===== src/rtl/ctl_call_pkg.sv =====
package ctl_call_pkg;

   typedef enum logic [2:0] {
      OP_SHUTDOWN  = 3'd0,
      OP_EXIT_BIOS = 3'd1,
      OP_RETURN    = 3'd2,
      OP_NOP       = 3'd3,
      OP_END_IRQ   = 3'd4,
      OP_HALT      = 3'd5,
      OP_SET_MODE  = 3'd6,
      OP_END_FILE  = 3'd7
   } ctl_op_e;

   typedef enum logic [1:0] {
      MODE_NORMAL = 2'd0,
      MODE_FLOAT  = 2'd1,
      MODE_VECTOR = 2'd2,
      MODE_IMM    = 2'd3
   } exec_mode_e;

   // one bit per action, at most one set
   typedef struct packed {
      logic call;
      logic ret;
      logic iret;
      logic halt;
      logic shut;
      logic bios_exit;
      logic set_mode;
      logic end_file;
   } ctl_act_t;

endpackage


===== src/rtl/ctl_op_decode.sv =====
module ctl_op_decode
   import ctl_call_pkg::*;
(
   input  logic       exec_i,
   input  logic       is_call_i,
   input  logic [2:0] code_i,
   output ctl_act_t   act_o
);

   always_comb begin
      act_o = '0;
      if (exec_i) begin
         if (is_call_i) begin
            act_o.call = 1'b1;
         end else begin
            unique case (ctl_op_e'(code_i))
               OP_SHUTDOWN:  act_o.shut      = 1'b1;
               OP_EXIT_BIOS: act_o.bios_exit = 1'b1;
               OP_RETURN:    act_o.ret       = 1'b1;
               OP_END_IRQ:   act_o.iret      = 1'b1;
               OP_HALT:      act_o.halt      = 1'b1;
               OP_SET_MODE:  act_o.set_mode  = 1'b1;
               OP_END_FILE:  act_o.end_file  = 1'b1;
               default:      act_o           = '0;
            endcase
         end
      end
   end

endmodule


===== src/rtl/ctl_ret_stack.sv =====
module ctl_ret_stack #(
   parameter int unsigned DEPTH = 8,
   parameter int unsigned W     = 8
) (
   input  logic         clk,
   input  logic         rst_n,
   input  logic         push_i,
   input  logic         pop_i,
   input  logic [W-1:0] din_i,
   output logic [W-1:0] top_o,
   output logic         full_o,
   output logic         empty_o
);

   localparam int unsigned CNT_W = $clog2(DEPTH + 1);

   logic [CNT_W-1:0]   cnt_q;
   logic [DEPTH*W-1:0] flat;
   logic               do_push;
   logic               do_pop;

   assign full_o  = (cnt_q == CNT_W'(DEPTH));
   assign empty_o = (cnt_q == '0);
   assign do_push = push_i && !full_o;
   assign do_pop  = pop_i && !empty_o && !push_i;

   always_ff @(posedge clk) begin
      if (!rst_n)       cnt_q <= '0;
      else if (do_push) cnt_q <= cnt_q + 1'b1;
      else if (do_pop)  cnt_q <= cnt_q - 1'b1;
   end

   for (genvar g = 0; g < DEPTH; g++) begin : g_slot
      logic [W-1:0] q;
      always_ff @(posedge clk) begin
         if (!rst_n)                                q <= '0;
         else if (do_push && cnt_q == CNT_W'(g))    q <= din_i;
      end
      assign flat[g*W +: W] = q;
   end

   always_comb begin
      top_o = '0;
      for (int i = 0; i < DEPTH; i++) begin
         if (CNT_W'(i + 1) == cnt_q) top_o = flat[i*W +: W];
      end
   end

endmodule


===== src/rtl/ctl_call_unit.sv =====
module ctl_call_unit
   import ctl_call_pkg::*;
#(
   parameter int unsigned PC_W    = 8,
   parameter int unsigned DATA_W  = 8,
   parameter int unsigned DEPTH   = 8,
   parameter int unsigned IRQ_VEC = 'hF0
) (
   input  logic              clk,
   input  logic              rst_n,
   input  logic              issue_i,
   input  logic              op_call_i,
   input  logic [2:0]        ctl_code_i,
   input  logic [DATA_W-1:0] reg_a_i,
   input  logic [PC_W-1:0]   pc_i,
   input  logic              irq_i,
   output logic [PC_W-1:0]   next_pc_o,
   output logic              halted_o,
   output logic              shutdown_o,
   output logic              done_o,
   output logic [1:0]        mode_o,
   output logic              bios_o,
   output logic              irq_active_o,
   output logic              ovf_err_o,
   output logic              unf_err_o
);

   localparam logic [PC_W-1:0] VEC = PC_W'(IRQ_VEC);

   if (DEPTH < 1) begin : g_bad_depth
      $error("ctl_call_unit: DEPTH must be at least 1");
   end
   if (DATA_W < PC_W) begin : g_bad_width
      $error("ctl_call_unit: DATA_W must cover PC_W");
   end
   if (PC_W < 2) begin : g_bad_pc
      $error("ctl_call_unit: PC_W must be at least 2");
   end

   logic            halted_q, shut_q, done_q, irq_act_q, bios_q, ovf_q, unf_q;
   exec_mode_e      mode_q;
   logic            frozen, irq_req, irq_take, irq_refused, exec;
   logic            st_full, st_empty, st_push, st_pop;
   logic [PC_W-1:0] st_top, st_din, pc_inc;
   ctl_act_t        act;

   assign frozen      = shut_q | done_q;
   assign irq_req     = irq_i & ~irq_act_q & ~frozen;
   assign irq_take    = irq_req & ~st_full;
   assign irq_refused = irq_req & st_full;
   assign exec        = issue_i & ~halted_q & ~frozen & ~irq_take;
   assign pc_inc      = pc_i + 1'b1;

   ctl_op_decode u_dec (
      .exec_i    (exec),
      .is_call_i (op_call_i),
      .code_i    (ctl_code_i),
      .act_o     (act)
   );

   assign st_push = irq_take | (act.call & ~st_full);
   assign st_pop  = (act.ret | act.iret) & ~st_empty;
   assign st_din  = irq_take ? pc_i : pc_inc;

   ctl_ret_stack #(.DEPTH(DEPTH), .W(PC_W)) u_stack (
      .clk     (clk),
      .rst_n   (rst_n),
      .push_i  (st_push),
      .pop_i   (st_pop),
      .din_i   (st_din),
      .top_o   (st_top),
      .full_o  (st_full),
      .empty_o (st_empty)
   );

   always_comb begin
      next_pc_o = pc_i;
      if (irq_take) begin
         next_pc_o = VEC;
      end else if (exec) begin
         next_pc_o = pc_inc;
         if (act.call && !st_full)                 next_pc_o = reg_a_i[PC_W-1:0];
         if ((act.ret || act.iret) && !st_empty)   next_pc_o = st_top;
         if (act.bios_exit)                        next_pc_o = '0;
      end
   end

   always_ff @(posedge clk) begin
      if (!rst_n) begin
         halted_q  <= 1'b0;
         shut_q    <= 1'b0;
         done_q    <= 1'b0;
         irq_act_q <= 1'b0;
         bios_q    <= 1'b1;
         mode_q    <= MODE_NORMAL;
         ovf_q     <= 1'b0;
         unf_q     <= 1'b0;
      end else begin
         if (irq_take)               halted_q  <= 1'b0;
         else if (act.halt)          halted_q  <= 1'b1;
         if (act.shut)               shut_q    <= 1'b1;
         if (act.end_file)           done_q    <= 1'b1;
         if (irq_take)               irq_act_q <= 1'b1;
         else if (act.iret)          irq_act_q <= 1'b0;
         if (act.bios_exit)          bios_q    <= 1'b0;
         if (act.set_mode)           mode_q    <= exec_mode_e'(reg_a_i[1:0]);
         if (irq_refused || (act.call && st_full))
            ovf_q <= 1'b1;
         if ((act.ret || act.iret) && st_empty)
            unf_q <= 1'b1;
      end
   end

   assign halted_o     = halted_q;
   assign shutdown_o   = shut_q;
   assign done_o       = done_q;
   assign mode_o       = mode_q;
   assign bios_o       = bios_q;
   assign irq_active_o = irq_act_q;
   assign ovf_err_o    = ovf_q;
   assign unf_err_o    = unf_q;

endmodule


===== config.mk =====
export PLATFORM = sky130hd
export DESIGN_NAME = ctl_call_unit
export DESIGN_NICKNAME = d
export VERILOG_FILES = /design/src/rtl/ctl_call_pkg.sv /design/src/rtl/ctl_op_decode.sv /design/src/rtl/ctl_ret_stack.sv /design/src/rtl/ctl_call_unit.sv
export SDC_FILE = /design/constraint.sdc
export NUM_CORES = 1
export LEC_CHECK = 0
export ABC_AREA = 1
export CELL_PAD_IN_SITES_DETAIL_PLACEMENT = 1
export CELL_PAD_IN_SITES_GLOBAL_PLACEMENT = 2
export CORE_MARGIN = 2
export CORE_UTILIZATION = 35
export DETAILED_ROUTE_END_ITERATION = 8
export PLACE_DENSITY_LB_ADDON = 0.1
export SYNTH_ARGS = -nofsm -noshare
export SYNTH_HDL_FRONTEND = slang
export SYNTH_SLANG_ARGS = --single-unit

===== constraint.sdc =====
create_clock -name clk -period 3.4 [get_ports clk]
set_input_delay 0.85 -clock clk [delete_from_list [all_inputs] [get_ports clk]]
set_output_delay 0.85 -clock clk [all_outputs]
set_load 0.02 [all_outputs]

# Yosys cells after proc, flatten, opt, wreduce, memory -nomap -nowiden
# Cells that the tools add are included.
# word_totals
reg_bits	77
in_bits	24
out_inout_bits	17
# op_classes
n_eq_ne	22
add_sub_neg	3
n_reduce_logical	25
muxes	28
bitwise_logic	19
# ops
op	n
8-bit 2-to-1 mux	15
3-bit by 4-bit == test with 1-bit output, first input constant	4
4-bit by 3-bit == test with 1-bit output, second input constant	4
1-bit logical AND	15
3-bit == test, second input constant	4
1-bit 2-to-1 mux	10
1-bit bitwise AND	9
8-bit by 1-bit adder with 8-bit output, second input constant	1
2-bit by 4-bit == test with 1-bit output, first input constant	2
4-bit by 2-bit == test with 1-bit output, second input constant	2
4-bit 2-to-1 mux	2
7-bit 2-to-1 mux	1
1-bit inverter	7
4-bit by 1-bit adder with 4-bit output, second input constant	1
1-bit by 4-bit == test with 1-bit output, first input constant	1
4-bit by 1-bit == test with 1-bit output, second input constant	1
4-bit == test, first input constant	1
4-bit == test, second input constant	1
4-bit zero test	1
2-bit nonzero test	2
4-bit by 1-bit subtractor with 4-bit output, second input constant	1
3-bit by 1-bit == test with 1-bit output, second input constant	1
3-bit by 2-bit == test with 1-bit output, second input constant	1
1-bit zero test	3
4 further kinds	7

# Depth between registers and ports, before layout
# Gate-level depths: netlist (run 1).
# logic_depth
depth_word	13
mapped_depth	14
ltp_nobuf	14

# By module
# Synthesis (run 1) repeated with hierarchy kept, for this count alone.
# unflattened
hier_cells	671
area_unflattened_um2	4342.9
# by_module_without_submodules
module	area_each_um2	cells_per_inst	n_inst
ctl_ret_stack	3280.6	478	1
ctl_call_unit	983.4	174	1
ctl_op_decode	78.8	19	1

# Worst setup path after synthesis (run 1)
# OpenSTA, ideal clock, no wires.
# synth_path
path_type	input to output
start	in ctl_code_i[2]
end	out next_pc_o[1]
path_stages	10
path_slack_ps	509
n_path_buf	1
arrival_ps	2041
path_cell_list	inv_1 > nand2_1 > nor3_1 > nand3_1 > nand2_1 > nand2_2 > buf_6 > a21oi_1 > nand2_1 > a21oi_1
# synth_via
elab_chain_len	10
word_cells_on_any_way	14
cone_classes	eq/ne: 3; mux: 9; reduce/logical: 2
# synth_rtl
item	line	rtl
start, declared	ctl_call_unit.sv:13	input logic [2:0] ctl_code_i,
3-bit by 2-bit == test with 1-bit output or 3-bit == test (tied branches)	ctl_op_decode.sv:16	unique case (ctl_op_e'(code_i))
1-bit 2-to-1 mux	ctl_op_decode.sv:16	
7-bit 2-to-1 mux *	ctl_op_decode.sv:13	if (is_call_i) begin
8-bit 2-to-1 mux *	ctl_op_decode.sv:12	if (exec_i) begin
1-bit logical OR	ctl_call_unit.sv:83	if ((act.ret || act.iret) && !st_empty) next_pc_o = st_top;
1-bit logical AND	ctl_call_unit.sv:83	
8-bit 2-to-1 mux	ctl_call_unit.sv:83	
8-bit 2-to-1 mux *	ctl_call_unit.sv:84	if (act.bios_exit) next_pc_o = '0;
8-bit 2-to-1 mux *	ctl_call_unit.sv:80	end else if (exec) begin
8-bit 2-to-1 mux *	ctl_call_unit.sv:78	if (irq_take) begin
end, declared	ctl_call_unit.sv:17	output logic [PC_W-1:0] next_pc_o,
# Mark *: on every way between the ends. The rest lies on a longest branch, timed or not.

# Worst setup path after layout (run 1)
# layout_path
start	in pc_i[5]
end	out next_pc_o[7]
# layout_via
elab_chain_len	6
# layout_rtl
item	line	rtl
start, declared	ctl_call_unit.sv:15	input logic [PC_W-1:0] pc_i,
8-bit by 1-bit adder with 8-bit output	ctl_call_unit.sv:52	assign pc_inc = pc_i + 1'b1;
8-bit 2-to-1 mux	ctl_call_unit.sv:82	if (act.call && !st_full) next_pc_o = reg_a_i[PC_W-1:0];
8-bit 2-to-1 mux	ctl_call_unit.sv:83	
8-bit 2-to-1 mux	ctl_call_unit.sv:84	
8-bit 2-to-1 mux	ctl_call_unit.sv:80	
8-bit 2-to-1 mux	ctl_call_unit.sv:78	
# No other way between the ends.

==> results of run 1 <==
## per-stage QoR
stage / cells / util [%] / setup TNS (ps)
6_report: 877 / 47.3 / 0
5_1_grt: 877 / 47.3 / -6.16
4_1_cts: 872 / 46.0 / 0
3_5_place_dp: 852 / 43.2 / -4320
3_3_place_gp: 852 / 43.2 / -3560
2_1_floorplan: 626 / - / 0
## registers in the layout (all words and copies together), names as in the netlist
name              count
bios_o                1
done_o                1
halted_o              1
irq_active_o          1
mode_o                2
ovf_err_o             1
shutdown_o            1
u_stack.cnt_q         4
u_stack.g_slot.q     64
unf_err_o             1
## critical path, stage by stage
cell,delay [ps]
clkdlybuf4s50_1,500
inv_1,90
nor3_2,170
nand2_1,120
xor2_2,170
nand2_1,60
o21ai_0,80
a21oi_1,130
nand2_1,60
nand2_1,60
buf_4,130
## power by group through the flow
stage	Clock (mW)	Sequential (mW)	Combinational (mW)
after floorplan	0	1.02	0.478
after global placement	0	1.02	0.812
after detailed placement	0	1.02	0.827
after CTS	0.966	1.00	0.835
after global routing	1.00	1.01	0.947
final	0.945	1.01	0.863
## final cells by class
class | count | area, µm² | share of cell area [%]
Multi-Input combinational cell | 447 | 2380 | 42.2
Sequential cell | 77 | 1540 | 27.3
Timing Repair Buffer | 110 | 946 | 16.7
Inverter | 82 | 314 | 5.56
Clock buffer | 12 | 246 | 4.36
Tap cell | 147 | 184 | 3.25
Clock inverter | 2 | 35.0 | 0.620
## kinds of logic after synthesis
kind of cell             count (synthesis)  synth area share (%)
AO/OA/AOI/OAI                          163                  20.5
XOR/XNOR                                 9                  1.85
adder cells (fa/ha/maj)                  5                  1.47
buffers and inverters                  104                  10.8
flip-flops                              77                  36.2
AND/OR/NAND/NOR                        268                  29.2
## cell usage after synthesis (all sizes together)
master  instances  area share, %
inv            80            7.0
o21ai          79            9.6
a211oi          6            1.5
buf            13            2.7
nor3            6           0.82
nor3b           1           0.18
clkbuf          9           0.79
o22ai           1           0.15
nand3          39            5.0
xnor2           1           0.21
nand4           8            1.9
nand3b          1           0.26
or2             4           0.59
o21a            2           0.35
dfxtp          77             36
nor2           60            6.5
nand2         149             14
clkinv          2           0.32
a21oi          75            8.8
xor2            8            1.6
ha              5            1.5
## metal layers
| metal | part of all wire, % | up-vias | GRT usage (%) |
|---|---|---|---|
| met5 | 0 | - | 0 |
| met4 | 1.4 | 0 | 7.07 |
| met3 | 2.7 | 14 | 4.02 |
| met2 | 47 | 71 | 38.9 |
| met1 | 49 | 2090 | 32.1 |
| li1 | - | 2236 | - |
## repair_timing
action,in CTS,in global routing
gates cloned,1,1
endpoints found under the setup margin,8,8
setup buffers,5,4
resized for setup,47,34
pin swaps,3,13
## final timing paths
path	start	cells past startpoint	slack, ps	endpoint
worst max-delay path	pc_i[5]	11	120	next_pc_o[7]
worst min-delay path	u_stack.g_slot[6].q[5]$_SDFFE_PN0P_	2	450	u_stack.g_slot[6].q[5]$_SDFFE_PN0P_
worst max register to register	u_stack.cnt_q[1]$_SDFFE_PN0P_	12	1100	u_stack.g_slot[2].q[6]$_SDFFE_PN0P_
worst min register to register	u_stack.g_slot[6].q[5]$_SDFFE_PN0P_	2	450	u_stack.g_slot[6].q[5]$_SDFFE_PN0P_
==> out/metrics.yaml, run 1 <==
status:
  outcome: "complete, no violations"
power_and_ir_drop:
  p_sw_share_pct: 34.0
  p_leak_nw: 2.42
  switchingPower_mw: 0.955
  power_frac_comb_pct: 30.7
  power_mw: 2.81
  p_int_mw: 1.86
  p_seq_share_pct: 35.7
  p_clk_share_pct: 33.6
  p_per_area_nw_per_um2: 498
  peakVddDrop_uv: 219
clocking:
  tritoncts: "yes"
  htreeDepth: 3
  cts_root_buffer: "clkbuf_16"
  numCtsBuffers: 9
  clkSlewWorstSetupHoldPaths_ps: 50
  cts_sinks: 77
  worstSkewPairLatency_ps: 340
  cts-hold-fix-buffers: 0
  clockBufferDepth: 2
floorplanning:
  core_um2: 12000
  io_pins: 41
  die_x_um: 114
  rows: 40
  start_util_pct: 35.6
  dieArea_um2: 13100
  die_y_um: 114
critical_path:
  criticalPathCategory: "input pin to output port"
  worst_setup_path_start_kind: "input pin"
  worst_setup_path_end_kind: "output port"
  required_ps: 2550
  critPathMaxFanout: 3
  cp.arrival_ps: 2430
route:
  wl_per_cell_um: 17.2
  vias: 4411
  via_per_inst: 5.03
  routed_wl_um: 15100
  first_pass_iters: 4
  drc: 0
  antenna_left: 0
  drtIter0Drc: 161
final_layout:
  syn_to_final_growth_pct: 32.6
  final_cell_mix: "134 x nand2_1, 76 x dfxtp_1, 72 x buf_4, 69 x a21oi_1, 65 x inv_1"
  drive_above_1_share_pct: 22.7
  nNetsFinal: 756
  n_antenna_cell: 0
  num-fill-cells: 1550
  stdcell_area_um2: 5650
  layout_commonest_cell: "nand2_1"
job:
  max-cap-violations: 0
timing:
  worst_pin_slew_ps: 456
  final.min_clock_period_ps: 3280
  setup_ws_ps: 122
  timing.fmax_ghz: 0.305
  setup_viol: 0
  fin_crit_sh_pct: 96.4
  maxSlewHeadroom_pct: 69.4
  holdWs_ps: 452
  slew_violations: 0
  hold_viol: 0
  fin_skew_ps: 7.06
place:
  placed_area_um2: 5170
  portBuffers: 40
  hpwl_um: 10900
  gp_congestion: 0.854
  dpl_worst_slack_ps: -590
synth:
  syn-num-nets: 655
  ys_types: 37
  avgSynthCellArea_um2: 6.81
  syn_inst: 626
  syn_area_um2: 4260
  ys_ff_latch: 77
  yosysSeqAreaShare_pct: 36.2
  yosysWarnings: 0
grt:
  antenna_found_initial: 0
  grt_max_degree: 34
  grt_first_pass_wirelength_um: 23800
  grt-ovfl-total: 0
  first_global_vias: 4480
  grt_util_all_layers_pct: 23.8
worst_hold_path:
  hp-class: "register to register"
No activity file was read; power rests on OpenSTA's default activity.
==> run 2, diff against run 1 <==
- CORE_MARGIN: 2 -> 5
- PLACE_DENSITY_LB_ADDON: 0.1 -> 0.3
==> run 2 against run 1 <==
  * Wire length fell by 0.80%
  * Die area rose by 11%
  * Clock-buffer cell count fell by 2
  * Clock power rose by 11%
  * Hold slack got worse by 2.4 ps
  * First-iteration DRC count rose by 19%
  * Critical path depth rose by 2
  * Power rose by 3.4%
  * Sequential cell count did not move
  * Sequential power barely moved
  * Critical path type unchanged
  * Critical endpoint is now next_pc_o[3]
  * Largest power group is now the clock network
==> out/metrics.yaml, run 2 (synthesized netlist as in run 1, its figures left out) <==
status:
  outcome: "complete, no violations"
timing:
  maxSlewHeadroom_pct: 37.5  # -32 points
  setup_viol: 0  # unchanged
  worst_pin_slew_ps: 936  # +480 ps
  slew_violations: 0  # unchanged
  final.min_clock_period_ps: 3390  # +117 ps
  hold_viol: 0  # unchanged
  fin_crit_sh_pct: 99.8  # +3.4 points
  setup-tns-final_ps: 0  # unchanged
  fin_skew_ps: 7.50  # +0.434 ps
  timing.fmax_ghz: 0.295  # -3.4%
  holdWs_ps: 449  # -2.36 ps
final_layout:
  multiInputGateArea_um2: 2390  # +0.37%
  n_antenna_cell: 0  # unchanged
  num-fill-cells: 1544  # -0.39%
  largest_reg_flops: 64  # unchanged
  nNetsFinal: 775  # +2.5%
  regMostFlops: "u_stack.g_slot.q"
  drive_above_1_share_pct: 25.7  # +3.0 points
  layout_commonest_cell: "nand2_1"
  seqCellArea_um2: 1540  # unchanged
  syn_to_final_growth_pct: 37.1
  final_cell_mix: "133 x nand2_1, 92 x buf_4, 76 x dfxtp_1, 68 x a21oi_1, 64 x inv_1"
  fin_util_pct: 48.9  # +1.6 points
critical_path:
  cp_top_family: "simple AND/OR/NAND/NOR gates"
  required_ps: 2550  # about the same
  cp.arrival_ps: 2540  # +110 ps
  worst_setup_path_end_kind: "output port"
  r2r_start: "u_stack.cnt_q[1]$_SDFFE_PN0P_"
  crit_slowest_cell: "dlygate4sd2_1"
  r2r_setup_slack_ps: 150  # -950 ps
  slowest_delay_ps: 280  # -220 ps
  critical_path_buf_inv_count: 4  # +1
  criticalPathCategory: "input pin to output port"
  cp-startpoint: "op_call_i"
  critPathMaxFanout: 7  # +4
  critical_path.cell_chain: "dlygate4sd2_1, inv_1, nand2_2, nor3_2, nand3_1, nand2_2, nand2_4, buf_6, a21oi_1, nand2_1, nand2_1, a21oi_1, buf_2"
  worst_setup_path_start_kind: "input pin"
place:
  gp_congestion: 0.859  # +0.56%
  hpwl_um: 10500  # -4.0%
  portBuffers: 40  # unchanged
floorplanning:
  die_y_um: 120  # +5.2%
  die_x_um: 120  # +5.2%
  io_pins: 41  # unchanged
  core_um2: 12000  # unchanged
  dieArea_um2: 14500  # +11%
  start_util_pct: 35.6  # unchanged
  rows: 40  # unchanged
grt:
  first_global_vias: 4685  # +4.6%
  grt-ovfl-total: 0  # unchanged
  antenna_found_initial: 0  # unchanged
  grt_first_pass_wirelength_um: 23700  # -0.55%
  grt_util_all_layers_pct: 20.7  # -3.1 points
  grt_max_degree: 56  # +65%
clocking:
  clkSlewWorstSetupHoldPaths_ps: 60  # about the same
  cts_root_buffer: "clkbuf_16"
  cts-hold-fix-buffers: 0  # unchanged
  cts_sinks: 77  # unchanged
  clockBufferDepth: 2  # unchanged
  numCtsBuffers: 9  # unchanged
  htreeDepth: 3  # unchanged
  tritoncts: "yes"
  worstSkewPairLatency_ps: 340  # about the same
power_and_ir_drop:
  power_mw: 2.91  # +3.4%
  p_per_area_nw_per_um2: 497  # about the same
  peakVddDrop_uv: 202  # -7.6%
  p_leak_nw: 2.52  # +4.5%
route:
  first_pass_iters: 4  # unchanged
  routed_wl_um: 15000  # -0.80%
  wl_per_cell_um: 16.7  # -3.0%
  via_per_inst: 5.05  # +0.45%
  antenna_left: 0  # unchanged
  drtIter0Drc: 191  # +19%
  wl_met3_um: 469  # +17%
  wl_met1_um: 6640  # -9.7%
  wl_met2_um: 7550  # +6.1%
  vias: 4532  # +2.7%
  dr.max_layer_used: "met4"
  drc: 0  # unchanged
job:
  max-cap-violations: 0  # unchanged
worst_hold_path:
  hp-class: "register to register"
  min_from: "u_stack.g_slot[5].q[4]$_SDFFE_PN0P_"
run 2: cell count changes in the layout (fill, tap and decap cells not counted), sizes merged, moves of 2 or more:
cell | previous run | this run
dlygate4sd2 | 4 | 2
clkinvlp | 0 | 2
clkbuf | 12 | 10
buf | 78 | 99
run 2: final timing paths:
kind | cells past startpoint | to
max | 13 | next_pc_o[3]
min | 2 | u_stack.g_slot[5].q[4]$_SDFFE_PN0P_
max reg2reg | 22 | irq_active_o$_SDFFE_PN0P_
min reg2reg | 2 | u_stack.g_slot[5].q[4]$_SDFFE_PN0P_
run 2: worst register-to-register path, delay by kind of cell (launching register included):
| family | cells | cell delay, ps |
|---|---|---|
| fa+ha+maj | 1 | 240 |
| compound gates | 1 | 110 |
| flops | 1 | 350 |
| buf+inv | 16 | 1980 |
| simple gates | 4 | 430 |
run 2: per-stage QoR:
step	instance area (µm²)	setup slack, ps	instances
after floorplan	4260	509	626
after global placement	5180	-458	855
after detailed placement	5180	-521	855
after CTS	5640	4.49	888
after global routing	5850	-90.0	897
final	5850	5.34	897
run 2: metal layers:
metal  track usage, %  vias to the layer above
met4             6.37                        0
met3             3.74                       23
met2             36.6                       78
met1             25.5                     2162
li1                 -                     2269
met5                0                        -
run 2: power by group:
group	switching [mW]	total, mW	internal [mW]
registers	0.0388	1.01	0.969
logic	0.541	0.847	0.306
clock network	0.391	1.05	0.661
total	0.971	2.91	1.94
run 2: layout make-up:
class | count | share of cell area (%)
multi-input combinational | 445 | 40.9
sequential | 77 | 26.4
timing repair buffer | 131 | 18.6
inverter | 82 | 5.37
clock buffer | 10 | 4.09
tap | 147 | 3.15
clock inverter | 5 | 1.43
run 2: repair_timing:
item,4_1_cts,5_1_grt
pin swaps,4,22
resized for setup,46,44
setup buffers,18,9
endpoints found under the setup margin,8,9
==> run 3, diff against run 2 <==
- CORE_UTILIZATION: 35 -> 29
- clock period: 3.4 -> 3.1 ns (I/O delays scaled with it)
==> run 3 against run 2 <==
  * Sequential power increased by 9.9%
  * Utilization shrank 6.1 points
  * The run now ends with negative setup slack left
  * Largest power group unchanged
  * Largest cell class unchanged
  * Clock-buffer cell count up 2
  * Critical endpoint is now irq_active_o$_SDFFE_PN0P_
==> out/metrics.yaml, run 3 (synthesized netlist as in run 1, its figures left out) <==
status:
  outcome: "finished with violations"
  violations: "negative setup slack"
route:
  drc: 0  # unchanged
  drtIter0Drc: 233  # +22%
  antenna_left: 0  # unchanged
  first_pass_iters: 4  # unchanged
  via_per_inst: 4.86  # -3.9%
  vias: 4643  # +2.4%
  routed_wl_um: 16000  # +7.1%
  wl_per_cell_um: 16.8  # +0.48%
timing:
  fin_crit_sh_pct: 100
  timing.fmax_ghz: 0.323
  setup_viol: 1  # +1
  final.min_clock_period_ps: 3100
  worst_pin_slew_ps: 983  # +46.9 ps
  slew_violations: 0  # unchanged
  fin_skew_ps: 8.16  # +0.661 ps
  hold_viol: 0  # unchanged
  rsz0062_at_grt: "true"
  maxSlewHeadroom_pct: 34.4  # -3.1 points
  setup_ws_ps: -0.406  # -5.75 ps
grt:
  gr-usage-met2_pct: 31.3  # -5.2 points
  grt_max_degree: 56  # unchanged
  grt-ovfl-total: 0  # unchanged
  first_global_vias: 4980  # +6.3%
  busiest_layer: "met2"
  grt_first_pass_wirelength_um: 25800  # +8.6%
  grt_util_all_layers_pct: 18.4  # -2.3 points
  antenna_found_initial: 0  # unchanged
  use_met1_pct: 22.3  # -3.1 points
  global_route.usage.met3_pct: 4.09  # +0.35 points
floorplanning:
  rows: 44  # +10%
  start_util_pct: 29.4  # -6.2 points
  die_y_um: 131  # +9.0%
  dieArea_um2: 17200  # +19%
  die_x_um: 131  # +9.0%
  io_pins: 41  # unchanged
  core_um2: 14500  # +21%
power_and_ir_drop:
  p_per_area_nw_per_um2: 532  # +7.0%
  peakVddDrop_uv: 283  # +40%
  p_int_mw: 2.17  # +12%
  power_frac_comb_pct: 31.8  # +2.7 points
  p_sw_share_pct: 34.2  # +0.79 points
  switchingPower_mw: 1.13  # +16%
  p_seq_share_pct: 33.8  # -0.9 points
  p_clk_share_pct: 34.5  # -1.7 points
  power_mw: 3.29  # +13%
  p_leak_nw: 2.64  # +4.5%
critical_path:
  worst_setup_path_end_kind: "register"
  critPathMaxFanout: 5  # -2
  critical_path.cell_chain: "dlygate4sd2_1, nand3_2, clkinv_4, nand3_2, buf_6, buf_4, buf_4, buf_4, buf_4, buf_4, buf_4, buf_4, buf_4, buf_4, buf_4, buf_4, buf_4, buf_4, a21oi_2, nor2_1"
  cp.arrival_ps: 3300  # +760 ps
  crit_top_cell: "buf_4"
  required_ps: 3300  # +750 ps
  crit_slowest_cell: "dlygate4sd2_1"
  slowest_delay_ps: 210  # -70 ps
  criticalPathCategory: "input pin to register"
  worst_setup_path_start_kind: "input pin"
final_layout:
  final_cell_mix: "131 x nand2_1, 105 x buf_4, 73 x dfxtp_1, 65 x a21oi_1, 60 x inv_1"
  n_antenna_cell: 0  # unchanged
  syn_to_final_growth_pct: 45.2
  multiInputGateArea_um2: 2510  # +4.9%
  layout_commonest_cell: "nand2_1"
  nNetsFinal: 796  # +2.7%
  stdcell_area_um2: 6190  # +5.9%
  largest_reg_flops: 64  # unchanged
  drive_above_1_share_pct: 31.0  # +5.2 points
  regMostFlops: "u_stack.g_slot.q"
  num-fill-cells: 1824  # +18%
  seqCellArea_um2: 1550  # +0.57%
worst_hold_path:
  hp-class: "register to register"
clocking:
  worstSkewPairLatency_ps: 350  # about the same
  cts-hold-fix-buffers: 0  # unchanged
  tritoncts: "yes"
  cts_root_buffer: "clkbuf_16"
  clockBufferDepth: 2  # unchanged
  htreeDepth: 3  # unchanged
  cts_sinks: 77  # unchanged
  clkSlewWorstSetupHoldPaths_ps: 60  # about the same
  numCtsBuffers: 9  # unchanged
place:
  portBuffers: 40  # unchanged
  hpwl_um: 10900  # +4.2%
  gp_congestion: 0.790  # -8.0%
  placed_area_um2: 5360  # +3.5%
job:
  max-cap-violations: 0  # unchanged
## run 3: cell count changes in the layout (fill, tap and decap cells not counted), sizes merged, moves of 2 or more
cell,previous run,this run
dlymetal6s2s,8,2
dlygate4sd2,2,7
clkinv,2,4
clkdlybuf4s50,21,19
clkbuf,10,16
buf,99,119
## run 3: what timing repair did
item,in CTS,in global routing
setup buffers,28,3
endpoints found under the setup margin,8,9
gates resized for setup,87,54
endpoints found under the hold margin,0,0
pin swaps,19,21
cloned,1,0
## run 3: power by group through the flow
stage | logic, mW | clock network, mW | registers, mW
after floorplan | 0.524 | 0 | 1.12
after global placement | 0.917 | 0 | 1.12
after detailed placement | 0.939 | 0 | 1.12
after CTS | 0.994 | 1.16 | 1.10
after global routing | 1.15 | 1.21 | 1.12
final | 1.05 | 1.13 | 1.11
## run 3: cell type report
cell class | instances | area share [%]
Timing Repair Buffer | 151 | 20.3
Multi-Input combinational cell | 446 | 40.6
Clock inverter | 4 | 0.890
Clock buffer | 12 | 4.31
Sequential cell | 77 | 25.1
Inverter | 82 | 5.20
Tap cell | 184 | 3.72
## run 3: worst max-delay path, delay by kind of cell
family,cells,cell delay [ps]
buf+inv,16,2060
simple gates,3,290
compound gates,1,150
## run 3: final timing paths
kind                                            start  cells after the start  slack [ps]                                  end
setup / recovery                              issue_i                     20        -0.4            irq_active_o$_SDFFE_PN0P_
hold / removal    u_stack.g_slot[5].q[4]$_SDFFE_PN0P_                      2         450  u_stack.g_slot[5].q[4]$_SDFFE_PN0P_
setup reg to reg        u_stack.cnt_q[1]$_SDFFE_PN0P_                     21          50            irq_active_o$_SDFFE_PN0P_
hold reg to reg   u_stack.g_slot[5].q[4]$_SDFFE_PN0P_                      2         450  u_stack.g_slot[5].q[4]$_SDFFE_PN0P_
## run 3: per-stage QoR
step / cells / setup slack, ps / setup TNS (ps) / utilization, % / hold slack, ps
2_1_floorplan: 626 / 359 / 0 / - / 425
3_5_place_dp: 908 / -676 / -5150 / 37.0 / 444
5_1_grt: 956 / -50.4 / -57.1 / 42.7 / 477
4_1_cts: 953 / 13.1 / 0 / 41.5 / 453
3_3_place_gp: 908 / -617 / -4730 / 37.0 / 434
6_report: 956 / -0.406 / -0.406 / 42.7 / 450
## run 3: per-layer routing
metal | wire length, µm | up-vias
met2 | 7960 | 67
met3 | 427 | 28
met5 | 0 | -
li1 | - | 2312
met4 | 431 | 0
met1 | 7190 | 2236
